==> config.mk <==
export PLATFORM = sky130hd
export DESIGN_NAME = edge_capture_unit
export DESIGN_NICKNAME = d
export VERILOG_FILES = /design/src/rtl/ecap_pkg.sv /design/src/rtl/ecap_timebase.sv /design/src/rtl/ecap_channel.sv /design/src/rtl/edge_capture_unit.sv
export SDC_FILE = /design/constraint.sdc
export NUM_CORES = 1
export LEC_CHECK = 0
export BUFFER_PORTS_ARGS = -buffer_cell sky130_fd_sc_hd__buf_2
export CAP_MARGIN = 30
export CORE_ASPECT_RATIO = 1.25
export CORE_MARGIN = 5
export CORE_UTILIZATION = 54
export DETAILED_ROUTE_END_ITERATION = 10
export MAX_ROUTING_LAYER = met4
export PLACE_DENSITY = 0.82
export SLEW_MARGIN = 10
export SYNTH_ARGS = -nofsm -noshare
export SYNTH_HDL_FRONTEND = slang
export SYNTH_SLANG_ARGS = --single-unit
export TNS_END_PERCENT = 20
==> constraint.sdc <==
create_clock -name clk -period 1.84 [get_ports clk]
set_input_delay 0.184 -clock clk [delete_from_list [all_inputs] [get_ports clk]]
set_output_delay 0.184 -clock clk [all_outputs]
set_load 0.02 [all_outputs]
==> src/rtl/ecap_pkg.sv <==
package ecap_pkg;
    localparam int unsigned MAX_CH      = 4;
    localparam logic [7:0]  A_CTRL      = 8'h50;
    localparam logic [7:0]  A_IEN       = 8'h54;
    localparam logic [7:0]  A_PEND      = 8'h58;
    localparam logic [7:0]  A_ACK       = 8'h5C;
    localparam logic [3:0]  PAGE_STAMP  = 4'h1;
    localparam logic [3:0]  PAGE_SEL    = 4'h3;
    localparam int unsigned RUN_BIT     = 10;
    localparam int unsigned DIV_LSB     = 4;

    typedef enum logic [1:0] {
        TRIG_OFF  = 2'd0,
        TRIG_RISE = 2'd1,
        TRIG_FALL = 2'd2,
        TRIG_ANY  = 2'd3
    } trig_e;
endpackage

==> src/rtl/ecap_timebase.sv <==
module ecap_timebase #(
    parameter int unsigned CW = 32,
    parameter int unsigned PW = 5
) (
    input  logic          clk,
    input  logic          rst_n,
    input  logic          run,
    input  logic [PW-1:0] div,
    output logic [CW-1:0] count
);
    typedef struct packed {
        logic [PW-1:0] phase;
        logic [CW-1:0] cnt;
    } tb_t;

    tb_t st_d, st_q;

    always_comb begin
        st_d = st_q;
        if (!run) begin
            st_d.phase = '0;
        end else if (st_q.phase >= div) begin
            st_d.phase = '0;
            st_d.cnt   = st_q.cnt + CW'(1);
        end else begin
            st_d.phase = st_q.phase + PW'(1);
        end
    end

    always_ff @(posedge clk or negedge rst_n) begin
        if (!rst_n) st_q <= '0;
        else        st_q <= st_d;
    end

    assign count = st_q.cnt;
endmodule

==> src/rtl/ecap_channel.sv <==
module ecap_channel
    import ecap_pkg::*;
#(
    parameter int unsigned CW = 32
) (
    input  logic          clk,
    input  logic          rst_n,
    input  logic          pin,
    input  logic [1:0]    sel,
    input  logic          run,
    input  logic [CW-1:0] count,
    input  logic          clr,
    output logic [CW-1:0] stamp,
    output logic          flag
);
    typedef struct packed {
        logic          meta;
        logic          sync;
        logic          prev;
        logic [CW-1:0] stamp;
        logic          flag;
    } ch_t;

    ch_t   ch_d, ch_q;
    logic  rise, fall, hit;
    trig_e mode;

    always_comb begin
        mode = trig_e'(sel);
        rise = ch_q.sync & ~ch_q.prev;
        fall = ~ch_q.sync & ch_q.prev;
        unique case (mode)
            TRIG_RISE: hit = rise;
            TRIG_FALL: hit = fall;
            TRIG_ANY:  hit = rise | fall;
            default:   hit = 1'b0;
        endcase
        hit = hit & run;

        ch_d      = ch_q;
        ch_d.meta = pin;
        ch_d.sync = ch_q.meta;
        ch_d.prev = ch_q.sync;
        if (clr) ch_d.flag = 1'b0;
        if (hit) begin
            ch_d.stamp = count;
            ch_d.flag  = 1'b1;
        end
    end

    always_ff @(posedge clk or negedge rst_n) begin
        if (!rst_n) ch_q <= '0;
        else        ch_q <= ch_d;
    end

    assign stamp = ch_q.stamp;
    assign flag  = ch_q.flag;
endmodule

==> src/rtl/edge_capture_unit.sv <==
module edge_capture_unit
    import ecap_pkg::*;
#(
    parameter int unsigned NCH = 4,
    parameter int unsigned CW  = 32,
    parameter int unsigned PW  = 5,
    parameter int unsigned AW  = 8
) (
    input  logic           clk,
    input  logic           rst_n,
    input  logic [NCH-1:0] cap_pin,
    input  logic           bus_we,
    input  logic [AW-1:0]  bus_addr,
    input  logic [31:0]    bus_wdata,
    output logic [31:0]    bus_rdata,
    output logic           irq
);
    localparam int unsigned IW = 2;

    typedef struct packed {
        logic                    run;
        logic [PW-1:0]           div;
        logic [NCH-1:0]          ien;
        logic [NCH-1:0][1:0]     sel;
    } cfg_t;

    cfg_t                     cfg_d, cfg_q;
    logic [CW-1:0]            count;
    logic [NCH-1:0][CW-1:0]   stamp;
    logic [NCH-1:0]           flags;
    logic [NCH-1:0]           clr;
    logic [7:0]               addr8;
    logic [IW-1:0]            idx;
    logic                     idx_ok;
    logic                     is_ack;

    always_comb begin
        addr8  = bus_addr[7:0];
        idx    = addr8[3:2];
        idx_ok = (int'(idx) < int'(NCH)) && (addr8[1:0] == 2'b00);
        is_ack = bus_we && (addr8 == A_ACK);
    end

    always_comb begin
        cfg_d = cfg_q;
        if (bus_we) begin
            if (addr8 == A_CTRL) begin
                cfg_d.run = bus_wdata[RUN_BIT];
                cfg_d.div = bus_wdata[DIV_LSB +: PW];
            end else if (addr8 == A_IEN) begin
                cfg_d.ien = bus_wdata[1 +: NCH];
            end else if (addr8[7:4] == PAGE_SEL && idx_ok) begin
                cfg_d.sel[idx] = bus_wdata[1:0];
            end
        end
    end

    always_ff @(posedge clk or negedge rst_n) begin
        if (!rst_n) cfg_q <= '0;
        else        cfg_q <= cfg_d;
    end

    ecap_timebase #(.CW(CW), .PW(PW)) u_timebase (
        .clk   (clk),
        .rst_n (rst_n),
        .run   (cfg_q.run),
        .div   (cfg_q.div),
        .count (count)
    );

    for (genvar g = 0; g < NCH; g++) begin : g_ch
        assign clr[g] = is_ack && bus_wdata[g+1];
        ecap_channel #(.CW(CW)) u_ch (
            .clk   (clk),
            .rst_n (rst_n),
            .pin   (cap_pin[g]),
            .sel   (cfg_q.sel[g]),
            .run   (cfg_q.run),
            .count (count),
            .clr   (clr[g]),
            .stamp (stamp[g]),
            .flag  (flags[g])
        );
    end

    always_comb begin
        bus_rdata = '0;
        if (addr8 == A_CTRL) begin
            bus_rdata[RUN_BIT]        = cfg_q.run;
            bus_rdata[DIV_LSB +: PW]  = cfg_q.div;
        end else if (addr8 == A_IEN) begin
            bus_rdata[1 +: NCH] = cfg_q.ien;
        end else if (addr8 == A_PEND) begin
            bus_rdata[1 +: NCH] = flags;
        end else if (addr8[7:4] == PAGE_STAMP && idx_ok) begin
            bus_rdata = 32'(stamp[idx]);
        end else if (addr8[7:4] == PAGE_SEL && idx_ok) begin
            bus_rdata[1:0] = cfg_q.sel[idx];
        end
    end

    assign irq = |(flags & cfg_q.ien);

    initial begin
        if (NCH < 1 || NCH > MAX_CH || CW > 32 || AW < 8)
            $error("edge_capture_unit: unsupported parameters");
    end
endmodule

==> qor.yml, run 1 <==
run_status:
  outcome: "finished, violations left"
  violations: "setup timing"
sta:
  fin_setup_tns_ns: -4.10
  setup_viol: 91
  fin_ws_ns: -0.0965
  fin_skew_ns: 0.00672
  tightest_slew_ns: 0.448
  fmax_mhz: 516
  slew_violations: 0
  post-route-min-period_ns: 1.94
  rsz0062_at_grt: "yes"
  slew_headroom_pct: 70.1
  finalHoldViolations: 0
  fin_crit_sh_pct: 105
power_and_ir_drop:
  switchingPower_w: 0.00189
  p_total_w: 0.00864
  p_int_w: 0.00675
  ir_worst_vdd_mv: 0.664
  pwr-share-comb_pct: 5.6
  p_sw_share_pct: 21.9
  power.share.clock_pct: 42.2
  p_seq_share_pct: 52.1
  power_density_nw_per_um2: 775
  leakagePower_nw: 5.50
flow_run:
  maxCapViolCount: 0
critical_path:
  cp_slowest_cell: "dfrtp_1"
  slowest_delay_ns: 0.40
  crit_path_end_kind: "flip-flop"
  worstPathMaxFanout: 11
  arrival_ns: 2.25
  cp-start-kind: "flip-flop"
  critPathKind: "reg -> reg"
  path_cells: "ha_1, mux2i_1, a21oi_1, nor2b_2, buf_6, buf_12, mux2_2"
  critical_path_required_ns: 2.16
placement:
  port_buffers: 57
  numPlacedInstances: 960
  placed_cell_area_um2: 10100
  gp_congestion: 0.850
  dp_hpwl_um: 13100
final_layout:
  insertedDiodeCount: 0
  nFillCells: 1148
  layout-drive-gt1-share_pct: 45.6
  fin_cells: 1012
  syn2layout_area_growth_pct: 20.9
  fin_nets: 843
  fin_area_um2: 11100
yosys:
  syn_area_um2: 9220
  ys_warn_count: 0
  synth.top_cell.area_share_pct: 54.0
  synth_area_leader_cell: "dfrtp_1"
  postSynthCellCount: 671
  synth_area_leaders: "dfrtp_1, mux2_2, mux4_2"
  ys_ff_latch: 199
  synth_ff_type: "dfrtp_1"
  syn_area_per_cell_um2: 13.7
  synth_edf_count: 0
  async_flop_share_pct: 100
  ys_seq_area_share_pct: 54.0
  synth.distinct_cells: 40
  synth_nets: 733
global_routing:
  grt_pass1_wl_um: 32900
  grt_antenna_before_repair: 0
  grt_usage_pct: 21.4
  first_global_vias: 6525
  grt_max_degree: 62
  grt_overflow: 0
clock_tree:
  numCtsBuffers: 17
  cts_buffer_depth: 2
  cts_tree: "done"
  clkTransAtPathRegs_ns: 0.07
  clk_latency_ns: 0.43
  cts_root_buf: "clkbuf_16"
  cts_max_level: 4
  cts.sinks: 199
floorplan:
  rows: 53
  die_y_um: 156
  die-area_um2: 19800
  die_x_um: 127
  core_um2: 16800
  start_util_pct: 54.9
  pin_count: 80
drt:
  drt_wl_total_um: 20000
  via_per_inst: 5.75
  vias: 5816
  wl_per_cell_um: 19.8
  dr.pass1.iters: 4
  drtIter0Drc: 413
  drc: 0
  drtAntennaViolNets: 0
hold_path:
  hold_class: "in -> reg"
registers in the layout (all words and copies together), names as in the netlist:
signal / flops
u_timebase.count: 32
g_ch.u_ch.ch_q: 4
u_timebase.st_q: 5
g_ch.u_ch.flag: 4
g_ch.u_ch.ch_d: 8
cfg_q: 18
g_ch.u_ch.stamp: 128
logic make-up after synthesis:
group                    synth area share [%]
flip-flops                               54.0
multiplexers                             26.8
AND/OR/NAND/NOR                          8.86
buffers and inverters                    2.77
XOR/XNOR                                 3.23
AO/OA/AOI/OAI                            2.28
adder cells (fa/ha/maj)                  2.04
power groups by stage:
stage	registers, W	clock network (W)	logic (W)
after floorplan	0.00457	0	0.000198
after global placement	0.00457	0	0.000424
after detailed placement	0.00458	0	0.000447
after CTS	0.00450	0.00368	0.000487
after global routing	0.00451	0.00389	0.000542
final	0.00450	0.00365	0.000487
worst max-delay path, delay by kind of cell, from the launching register on:
family	cells	cell delay [ns]
simple gates	1	0.14
buf+inv	2	0.33
fa+ha+maj	1	0.30
flops	1	0.40
compound gates	1	0.11
mux	2	0.53
per-stage QoR:
step	util [%]	setup slack, ns	hold WS (ns)
floorplan	-	-0.0813	-0.112
global placement	60.4	-0.104	0.167
detailed placement	60.4	-0.220	0.178
CTS	65.5	-0.0615	0.0105
global route	66.4	-0.172	0.0155
finish	66.4	-0.0965	0.0130
layer usage:
layer | up-vias | track usage (%) | part of all wire (%)
met5 | - | - | 0
met2 | 121 | 37.3 | 54
met4 | 0 | 6.64 | 1.5
met1 | 3065 | 25.8 | 41
li1 | 2603 | - | -
met3 | 27 | 3.22 | 3.6
synth_stat cells, types with 2 or more instances:
master and instances:
a21o_1 5, a21oi_1 7, a22o_1 6, a22oi_1 6, and2_1 24, and3_1 11
buf_2 19, clkbuf_1 19, clkbuf_2 2, dfrtp_1 199, ha_1 15, inv_1 21
mux2_2 146, mux2i_1 6, mux4_2 34, nand2_1 29, nand3_1 14, nand3_2 3
nand4_1 7, nor2_1 19, nor2b_1 6, nor3_1 14, nor3b_2 2, nor4_1 6
o21ai_0 4, xnor2_1 14, xor2_1 20
cell usage in the layout (no fill, tap or decap), types with 6 or more instances in the layout:
cell type and instances:
mux4_2 34, inv_1 21, nor3_1 12, clkbuf_16 18, and3_1 11, buf_6 6, buf_4 49, mux2_2 123
and2_1 23, nand2_1 29, ha_1 14, nand3_1 13, a22o_1 6, buf_2 53, dfrtp_1 198, xor2_1 20
dlygate4sd3_1 10, mux2_4 23, nand4_1 7, buf_12 10, nor2_1 18, mux2i_1 6, xnor2_1 14
area by class of cell:
type	count	area, µm²	share of cell area, %
clock buffers	23	478	4.29
clock inverters	7	96.3	0.864
inverters	21	78.8	0.707
multi-input cells	411	4180	37.5
flip-flops and latches	199	4980	44.7
well taps	220	275	2.47
repair buffers	131	1050	9.46
path summary, 6_finish.rpt:
kind                                            startpoint                                 end  slack [ns]  depth (start not counted)
setup / recovery           g_ch[3].u_ch.ch_d[33]$_DFF_PN0_  g_ch[3].u_ch.stamp[21]$_DFFE_PN0P_        -0.1                          7
hold / removal                                bus_wdata[7]               cfg_q[15]$_DFFE_PN0P_        0.01                          2
setup reg to reg           g_ch[3].u_ch.ch_d[33]$_DFF_PN0_  g_ch[3].u_ch.stamp[21]$_DFFE_PN0P_        -0.1                          7
hold reg to reg            g_ch[3].u_ch.ch_d[34]$_DFF_PN0_     g_ch[3].u_ch.ch_d[33]$_DFF_PN0_        0.35                          0
max in group asynchronous                            rst_n   g_ch[0].u_ch.stamp[8]$_DFFE_PN0P_        0.87                          3
min in group asynchronous                            rst_n  g_ch[1].u_ch.stamp[14]$_DFFE_PN0P_        0.28                          2
timing repair:
action                                  in CTS  in global routing
cloned                                       1                  2
endpoints found under the setup margin     164                163
hold endpoints to repair                    60                  0
gates resized for setup                     27                 30
pin swaps                                    6                  9
buffers inserted                             9                  0
hold buffers                                10                  0
(Power assumes the default switching activity.)
==> run 2: changes to the inputs <==
Settings changed: CORE_MARGIN 5 to 4.
==> run 2 against run 1 <==
Effect of this change:
- the flow still finishes with violations (setup timing)
- critical path depth decreased by 3
- clock skew increased by 0.0061 ns
- cell count increased by 1.6%
- largest cell class unchanged
- largest power group unchanged
- highest routed layer unchanged
==> qor.yml, run 2 (same netlist as run 1, synthesis figures left out) <==
critical_path:
  cp-start-kind: "flip-flop"  # unchanged
  path_cells: "mux4_2, mux2i_1, o22ai_1, buf_4"  # was ha_1, mux2i_1, a21oi_1, nor2b_2, buf_6, buf_12, mux2_2
  cp_slowest_cell: "mux4_2"  # was dfrtp_1
  rrSetupSlack_ns: -0.13  # was -0.1 ns
  worstRegToRegCells: 6  # was 7
  crit_path_end_kind: "output pin"  # was flip-flop
  worstPathMaxFanout: 4  # was 11
  critPathKind: "reg -> out"  # was reg -> reg
  reg2reg_to: "u_timebase.count[28]$_DFFE_PN0P_"  # was g_ch[3].u_ch.stamp[21]$_DFFE_PN0P_
  reg2reg_from: "u_timebase.count[17]$_DFFE_PN0P_"  # was g_ch[3].u_ch.ch_d[33]$_DFF_PN0_
  arrival_ns: 1.79  # was 2.25 ns
  critical_path_required_ns: 1.66  # was 2.16 ns
  slowest_delay_ns: 0.49  # was 0.40 ns
power_and_ir_drop:
  pwr-share-comb_pct: 6.0  # was 5.6%
  p_total_w: 0.00877  # was 0.00864 W
  ir_worst_vdd_mv: 0.656  # was 0.664 mV
  power_density_nw_per_um2: 754  # was 775 nW/µm²
  p_int_w: 0.00680  # was 0.00675 W
  leakagePower_nw: 5.80  # was 5.50 nW
  p_sw_share_pct: 22.4  # was 21.9%
  power.share.clock_pct: 42.6  # was 42.2%
  p_seq_share_pct: 51.4  # was 52.1%
  switchingPower_w: 0.00197  # was 0.00189 W
drt:
  via_per_inst: 5.99  # was 5.75
  drtAntennaViolNets: 0  # unchanged
  drtIter0Drc: 523  # was 413
  dr.pass1.iters: 5  # was 4
  drc: 0  # unchanged
  wl_per_cell_um: 22.5  # was 19.8 µm
  drt_wl_total_um: 23100  # was 20000 µm
  vias: 6156  # was 5816
floorplan:
  core_um2: 16800  # unchanged
  die_y_um: 154  # was 156 µm
  pin_count: 80  # unchanged
  start_util_pct: 54.9  # unchanged
  die-area_um2: 19200  # was 19800 µm²
  rows: 53  # unchanged
  die_x_um: 125  # was 127 µm
sta:
  setup_viol: 59  # was 91
  fin_skew_ns: 0.0128  # was 0.00672 ns
  tightest_slew_ns: 0.540  # was 0.448 ns
  slew_headroom_pct: 63.8  # was 70.1%
  slew_violations: 0  # unchanged
  post-route-min-period_ns: 1.97  # was 1.94 ns
  rsz0062_at_grt: "yes"  # unchanged
  finalHoldViolations: 0  # unchanged
  fmax_mhz: 507  # was 516 MHz
  fin_ws_ns: -0.131  # was -0.0965 ns
  fin_crit_sh_pct: 107  # was 105%
global_routing:
  grt_max_degree: 61  # was 62
  first_global_vias: 6715  # was 6525
  grt_pass1_wl_um: 34600  # was 32900 µm
  grt_overflow: 0  # unchanged
  grt_antenna_before_repair: 0  # unchanged
  grt_usage_pct: 23.2  # was 21.4%
final_layout:
  layout-drive-gt1-share_pct: 50.7  # was 45.6%
  largest_reg_flops: 128  # unchanged
  regArea_um2: 4980  # about the same
  multi_input_area_um2: 4430  # was 4180 µm²
  fin_nets: 857  # was 843
  insertedDiodeCount: 0  # unchanged
  nFillCells: 1038  # was 1148
  mostFrequentLayoutCells: "dfrtp_1, mux2_2, buf_4"  # was dfrtp_1, mux2_2, buf_2
  layout_commonest_cell: "dfrtp_1"  # unchanged
  syn2layout_area_growth_pct: 26.2  # was 20.9%
  fin_cells: 1028  # was 1012
clock_tree:
  cts_buffer_depth: 2  # unchanged
  clk_latency_ns: 0.44  # was 0.43 ns
  cts_max_level: 4  # unchanged
  cts_root_buf: "clkbuf_16"  # unchanged
  numCtsBuffers: 17  # unchanged
  cts_tree: "done"  # unchanged
  clkTransAtPathRegs_ns: 0.07  # about the same
  cts.sinks: 199  # unchanged
hold_path:
  worstHoldStart: "bus_wdata[2]"  # was bus_wdata[7]
  whs_path_depth: 2  # unchanged
  hold_class: "in -> reg"  # unchanged
  hold_end: "cfg_q[9]$_DFFE_PN0P_"  # was cfg_q[15]$_DFFE_PN0P_
placement:
  port_buffers: 57  # unchanged
  dp_hpwl_um: 12800  # was 13100 µm
  gp_congestion: 0.847  # was 0.850
  numPlacedInstances: 955  # was 960
flow_run:
  maxCapViolCount: 0  # unchanged
run_status:
  outcome: "finished, violations left"  # unchanged
  violations: "setup timing"  # unchanged
[run 2: cell types whose count changed in the layout (fill, tap and decap cells not counted), moves of 10 or more]
cell	previous run	this run
buf_4	49	61
mux2_2	123	113
mux2_4	23	33
nor3_1	12	2
[run 2: layer usage]
metal | global-route usage, % | wire [µm] | up-vias
met3 | 3.75 | 1060 | 54
li1 | - | - | 2638
met1 | 27.6 | 9120 | 3235
met4 | 9.04 | 718 | 0
met2 | 39.8 | 12200 | 229
met5 | - | 0 | -
[run 2: how the worst max path moves through the flow]
stage,start,endpoint
finish,cfg_q[5]$_DFFE_PN0P_,bus_rdata[1]
global placement,cfg_q[14]$_DFFE_PN0P_,u_timebase.count[27]$_DFFE_PN0P_
detailed placement,cfg_q[13]$_DFFE_PN0P_,u_timebase.count[27]$_DFFE_PN0P_
CTS,cfg_q[6]$_DFFE_PN0P_,bus_rdata[0]
floorplan,u_timebase.st_q[34]$_DFF_PN0_,u_timebase.count[24]$_DFFE_PN0P_
global route,cfg_q[5]$_DFFE_PN0P_,bus_rdata[1]
[run 2: metrics by stage]
step,util [%],hold WS [ns],area (µm²),setup WS (ns),setup TNS (ns)
floorplan,-,-0.112,9220,-0.0813,-1.29
global placement,60.3,0.128,10100,-0.106,-0.664
detailed placement,60.3,0.138,10100,-0.159,-1.88
CTS,65.2,0.000494,10900,-0.135,-3.16
global route,69.3,0.00465,11600,-0.238,-13.96
finish,69.3,0.0146,11600,-0.131,-2.79
[run 2: repair_timing]
item | in CTS | in global routing
gates resized for setup | 20 | 101
cloned | 1 | 5
hold buffers | 10 | 0
pin swaps | 4 | 23
endpoints found under the hold margin | 46 | 0
setup buffers | 8 | 17
endpoints found under the setup margin | 121 | 192
[run 2: critical path, delay by kind of cell, from the launching register on]
kind            cells  cell delay, ns
buf+inv             1            0.17
mux                 2            0.66
compound gates      1            0.09
flops               1            0.43
[run 2: final cells by class]
class,instances,share of cell area [%]
clock inverter,10,0.861
tap,220,2.37
inverter,21,0.678
multi-input combinational,411,38.1
timing repair buffer,145,11.0
sequential,199,42.9
clock buffer,22,4.16
[run 2: power groups by stage]
stage	sequential [W]	clock [W]	combinational (W)
6_report	0.00451	0.00373	0.000527
5_1_grt	0.00452	0.00395	0.000581
4_1_cts	0.00451	0.00374	0.000485
3_5_place_dp	0.00459	0	0.000443
3_3_place_gp	0.00458	0	0.000419
2_1_floorplan	0.00457	0	0.000198
==> run 3: changes to the inputs <==
Settings changed: CORE_UTILIZATION 54 to 55, PLACE_DENSITY 0.82 to 0.83, SYNTH_HIERARCHICAL from default to 1.
==> run 3 against run 2 <==
Effect of this change:
- critical path type is now reg -> reg
- synthesized area increased by 21%
- total power is 2.3% higher
- sequential cell count is the same
- register-to-register slack hardly changed
- wire length up 5.0%
- global-route usage shrank 2.3 points
- worst setup slack got worse by 0.011 ns
- the run still ends with setup timing left
==> qor.yml, run 3 <==
run_status:
  outcome: "finished, violations left"  # unchanged
  violations: "setup timing"  # unchanged
clock_tree:
  cts_buffer_depth: 2  # unchanged
  cts_tree: "done"  # unchanged
  clk_latency_ns: 0.45  # was 0.44 ns
  cts_root_buf: "clkbuf_16"  # unchanged
  numCtsBuffers: 17  # unchanged
  clkTransAtPathRegs_ns: 0.07  # about the same
  cts.sinks: 199  # unchanged
  cts_max_level: 4  # unchanged
final_layout:
  mostFrequentLayoutCells: "dfrtp_1, mux2_4, buf_4"  # was dfrtp_1, mux2_2, buf_4
  insertedDiodeCount: 0  # unchanged
  nFillCells: 1307  # was 1038
  regArea_um2: 4990  # was 4980 µm²
  fin_cells: 1094  # was 1028
  layout-drive-gt1-share_pct: 50.9  # was 50.7%
  fin_util_pct: 63.0  # was 69.3%
  layout_commonest_cell: "dfrtp_1"  # unchanged
  multi_input_area_um2: 4810  # was 4430 µm²
  syn2layout_area_growth_pct: 11.6  # was 26.2%
  largest_reg_flops: 128  # unchanged
  fin_nets: 878  # was 857
critical_path:
  critPathTopFamily: "buffers and inverters"  # was multiplexers
  slowest_delay_ns: 0.39  # was 0.49 ns
  arrival_ns: 2.31  # was 1.79 ns
  worstRegToRegCells: 7  # was 6
  cp-start-kind: "flip-flop"  # unchanged
  reg2reg_from: "g_ch[2].u_ch/ch_q[33]$_DFF_PN0_"  # was u_timebase.count[17]$_DFFE_PN0P_
  path_buf_inv: 3  # was 1
  path_cells: "ha_1, nand2b_4, a311oi_4, buf_6, buf_12, clkbuf_16, mux2_4"  # was mux4_2, mux2i_1, o22ai_1, buf_4
  critical_path_required_ns: 2.17  # was 1.66 ns
  critPathKind: "reg -> reg"  # was reg -> out
  reg2reg_to: "g_ch[2].u_ch/stamp[8]$_DFFE_PN0P_"  # was u_timebase.count[28]$_DFFE_PN0P_
  cp_slowest_cell: "dfrtp_1"  # was mux4_2
  worstPathMaxFanout: 7  # was 4
  rrSetupSlack_ns: -0.14  # was -0.13 ns
  crit_path_end_kind: "flip-flop"  # was output pin
sta:
  slew_violations: 0  # unchanged
  post-route-min-period_ns: 1.98  # was 1.97 ns
  finalHoldViolations: 0  # unchanged
  holdWs_ns: 0.0436  # was 0.0146 ns
  setup_viol: 139  # was 59
  fin_ws_ns: -0.141  # was -0.131 ns
  rsz0062_at_grt: "yes"  # unchanged
  fin_skew_ns: 0.0139  # was 0.0128 ns
  slew_headroom_pct: 60.6  # was 63.8%
  fin_crit_sh_pct: 108  # was 107%
  tightest_slew_ns: 0.586  # was 0.540 ns
  fmax_mhz: 505  # was 507 MHz
  fin_setup_tns_ns: -11.90  # was -2.79 ns
floorplan:
  pin_count: 80  # unchanged
  core_um2: 19700  # was 16800 µm²
  die_x_um: 135  # was 125 µm
  die_y_um: 167  # was 154 µm
  rows: 57  # was 53
  die-area_um2: 22600  # was 19200 µm²
  start_util_pct: 56.4  # was 54.9%
yosys:
  synth_nets: 882  # was 733
  synth.top_cell.area_share_pct: 44.8  # was 54.0%
  syn_area_um2: 11100  # was 9220 µm²
  synth_common_cells: "dfrtp_1, buf_4, mux2_4"  # was dfrtp_1, mux2_2, mux4_2
  async_flop_share_pct: 100  # unchanged
  synth.distinct_cells: 47  # was 40
  yosysMostFrequentCell: "dfrtp_1"  # unchanged
  synth_edf_count: 0  # unchanged
  postSynthCellCount: 820  # was 671
  synth_ff_type: "dfrtp_1"  # unchanged
  ys_seq_area_share_pct: 44.8  # was 54.0%
  ys_ff_latch: 199  # unchanged
  syn_area_per_cell_um2: 13.5  # was 13.7 µm²
  synth_area_leader_cell: "dfrtp_1"  # unchanged
  synth_area_leaders: "dfrtp_1, mux2_4, buf_4"  # was dfrtp_1, mux2_2, mux4_2
  ys_warn_count: 6  # was 0
global_routing:
  grt_overflow: 0  # unchanged
  grt_pass1_wl_um: 35900  # was 34600 µm
  grt_max_degree: 57  # was 61
  grt_antenna_before_repair: 0  # unchanged
  grt_usage_pct: 20.9  # was 23.2%
  first_global_vias: 6613  # was 6715
placement:
  numPlacedInstances: 1027  # was 955
  port_buffers: 57  # unchanged
  gp_congestion: 0.847  # about the same
  dp_hpwl_um: 14400  # was 12800 µm
drt:
  via_per_inst: 5.70  # was 5.99
  wl_per_cell_um: 22.2  # was 22.5 µm
  vias: 6235  # was 6156
  drtAntennaViolNets: 0  # unchanged
  drc: 0  # unchanged
  drt_wl_total_um: 24200  # was 23100 µm
  dr.pass1.iters: 5  # unchanged
  drtIter0Drc: 432  # was 523
hold_path:
  whs_path_depth: 2  # unchanged
  hold_end: "cfg_q[12]$_DFFE_PN0P_"  # was cfg_q[9]$_DFFE_PN0P_
  worstHoldStart: "bus_wdata[4]"  # was bus_wdata[2]
  hold_class: "in -> reg"  # unchanged
power_and_ir_drop:
  ir_worst_vdd_mv: 0.567  # was 0.656 mV
  power_density_nw_per_um2: 723  # was 754 nW/µm²
  leakagePower_nw: 6.10  # was 5.80 nW
flow_run:
  maxCapViolCount: 0  # unchanged
## run 3: cell count changes in the layout (fill, tap and decap cells not counted), moves of 7 or more
cell	delta
mux2_2	-97
buf_4	+8
xor2_1	+9
and3_1	+10
mux2_4	+98
nand2_1	-12
nor3_1	+15
buf_6	+7
xnor2_1	-8
clkinv_2	-8
and2_1	-11
nor3_2	-9
## run 3: layer usage
metal,up-vias,global-route usage (%),part of all wire [%]
li1,2713,-,-
met1,3291,25.4,39
met2,176,34.8,54
met3,55,3.41,3.6
met4,0,8.33,2.8
met5,-,-,0
## run 3: kinds of logic after synthesis
kind of cell	after synthesis	synth area share, %
multiplexers	182	26.0
AO/OA/AOI/OAI	33	2.87
XOR/XNOR	34	2.68
AND/OR/NAND/NOR	138	7.75
buffers and inverters	219	14.2
adder cells (fa/ha/maj)	15	1.69
flip-flops	199	44.8
## run 3: how the worst max path moves through the flow
stage	start	end	slack, ns	cells after the start
2_1_floorplan	g_ch[0].u_ch/ch_q[33]$_DFF_PN0_	g_ch[0].u_ch/stamp[0]$_DFFE_PN0P_	-0.06	5
3_3_place_gp	g_ch[1].u_ch/ch_q[33]$_DFF_PN0_	g_ch[1].u_ch/stamp[31]$_DFFE_PN0P_	-0.1	5
3_5_place_dp	u_timebase/st_q[34]$_DFF_PN0_	u_timebase/count[10]$_DFFE_PN0P_	-0.15	7
5_1_grt	g_ch[0].u_ch/ch_q[33]$_DFF_PN0_	g_ch[0].u_ch/stamp[3]$_DFFE_PN0P_	-0.20	6
4_1_cts	g_ch[2].u_ch/ch_q[33]$_DFF_PN0_	g_ch[2].u_ch/stamp[27]$_DFFE_PN0P_	-0.14	6
6_report	g_ch[2].u_ch/ch_q[33]$_DFF_PN0_	g_ch[2].u_ch/stamp[8]$_DFFE_PN0P_	-0.14	7
## run 3: timing repair
action,4_1_cts,5_1_grt
gates resized for setup,26,47
cloned,1,7
setup endpoints to repair,162,183
pin swaps,8,14
endpoints found under the hold margin,58,0
buffers inserted,8,7
hold buffers,12,0
## run 3: final cells by class
| class | instances | area share, % |
|---|---|---|
| clock buffer | 18 | 3.46 |
| tap | 265 | 2.67 |
| sequential | 199 | 40.2 |
| clock inverter | 14 | 1.35 |
| multi-input combinational | 402 | 38.7 |
| timing repair buffer | 169 | 12.7 |
| inverter | 27 | 0.817 |
## run 3: worst register-to-register path, delay by kind of cell (launching register included)
family / cells / cell delay [ns]
adder cells (fa/ha/maj): 1 / 0.30
AND/OR/NAND/NOR: 1 / 0.15
AO/OA/AOI/OAI: 1 / 0.25
buffers and inverters: 3 / 0.47
flip-flops: 1 / 0.39
multiplexers: 1 / 0.29
## run 3: metrics by stage
step	setup WS, ns	power (W)	area, µm²
after floorplan	-0.0562	0.00490	11100
after global placement	-0.0955	0.00516	11100
after detailed placement	-0.146	0.00518	11100
after CTS	-0.136	0.00898	12000
after global routing	-0.204	0.00925	12400
final	-0.141	0.00897	12400
## run 3: power by group
group	total (W)	internal, W	leakage, nW	switching [W]
combinational	0.000669	0.000290	3.09	0.000379
clock	0.00381	0.00204	0.277	0.00177
sequential	0.00449	0.00444	2.74	0.0000527
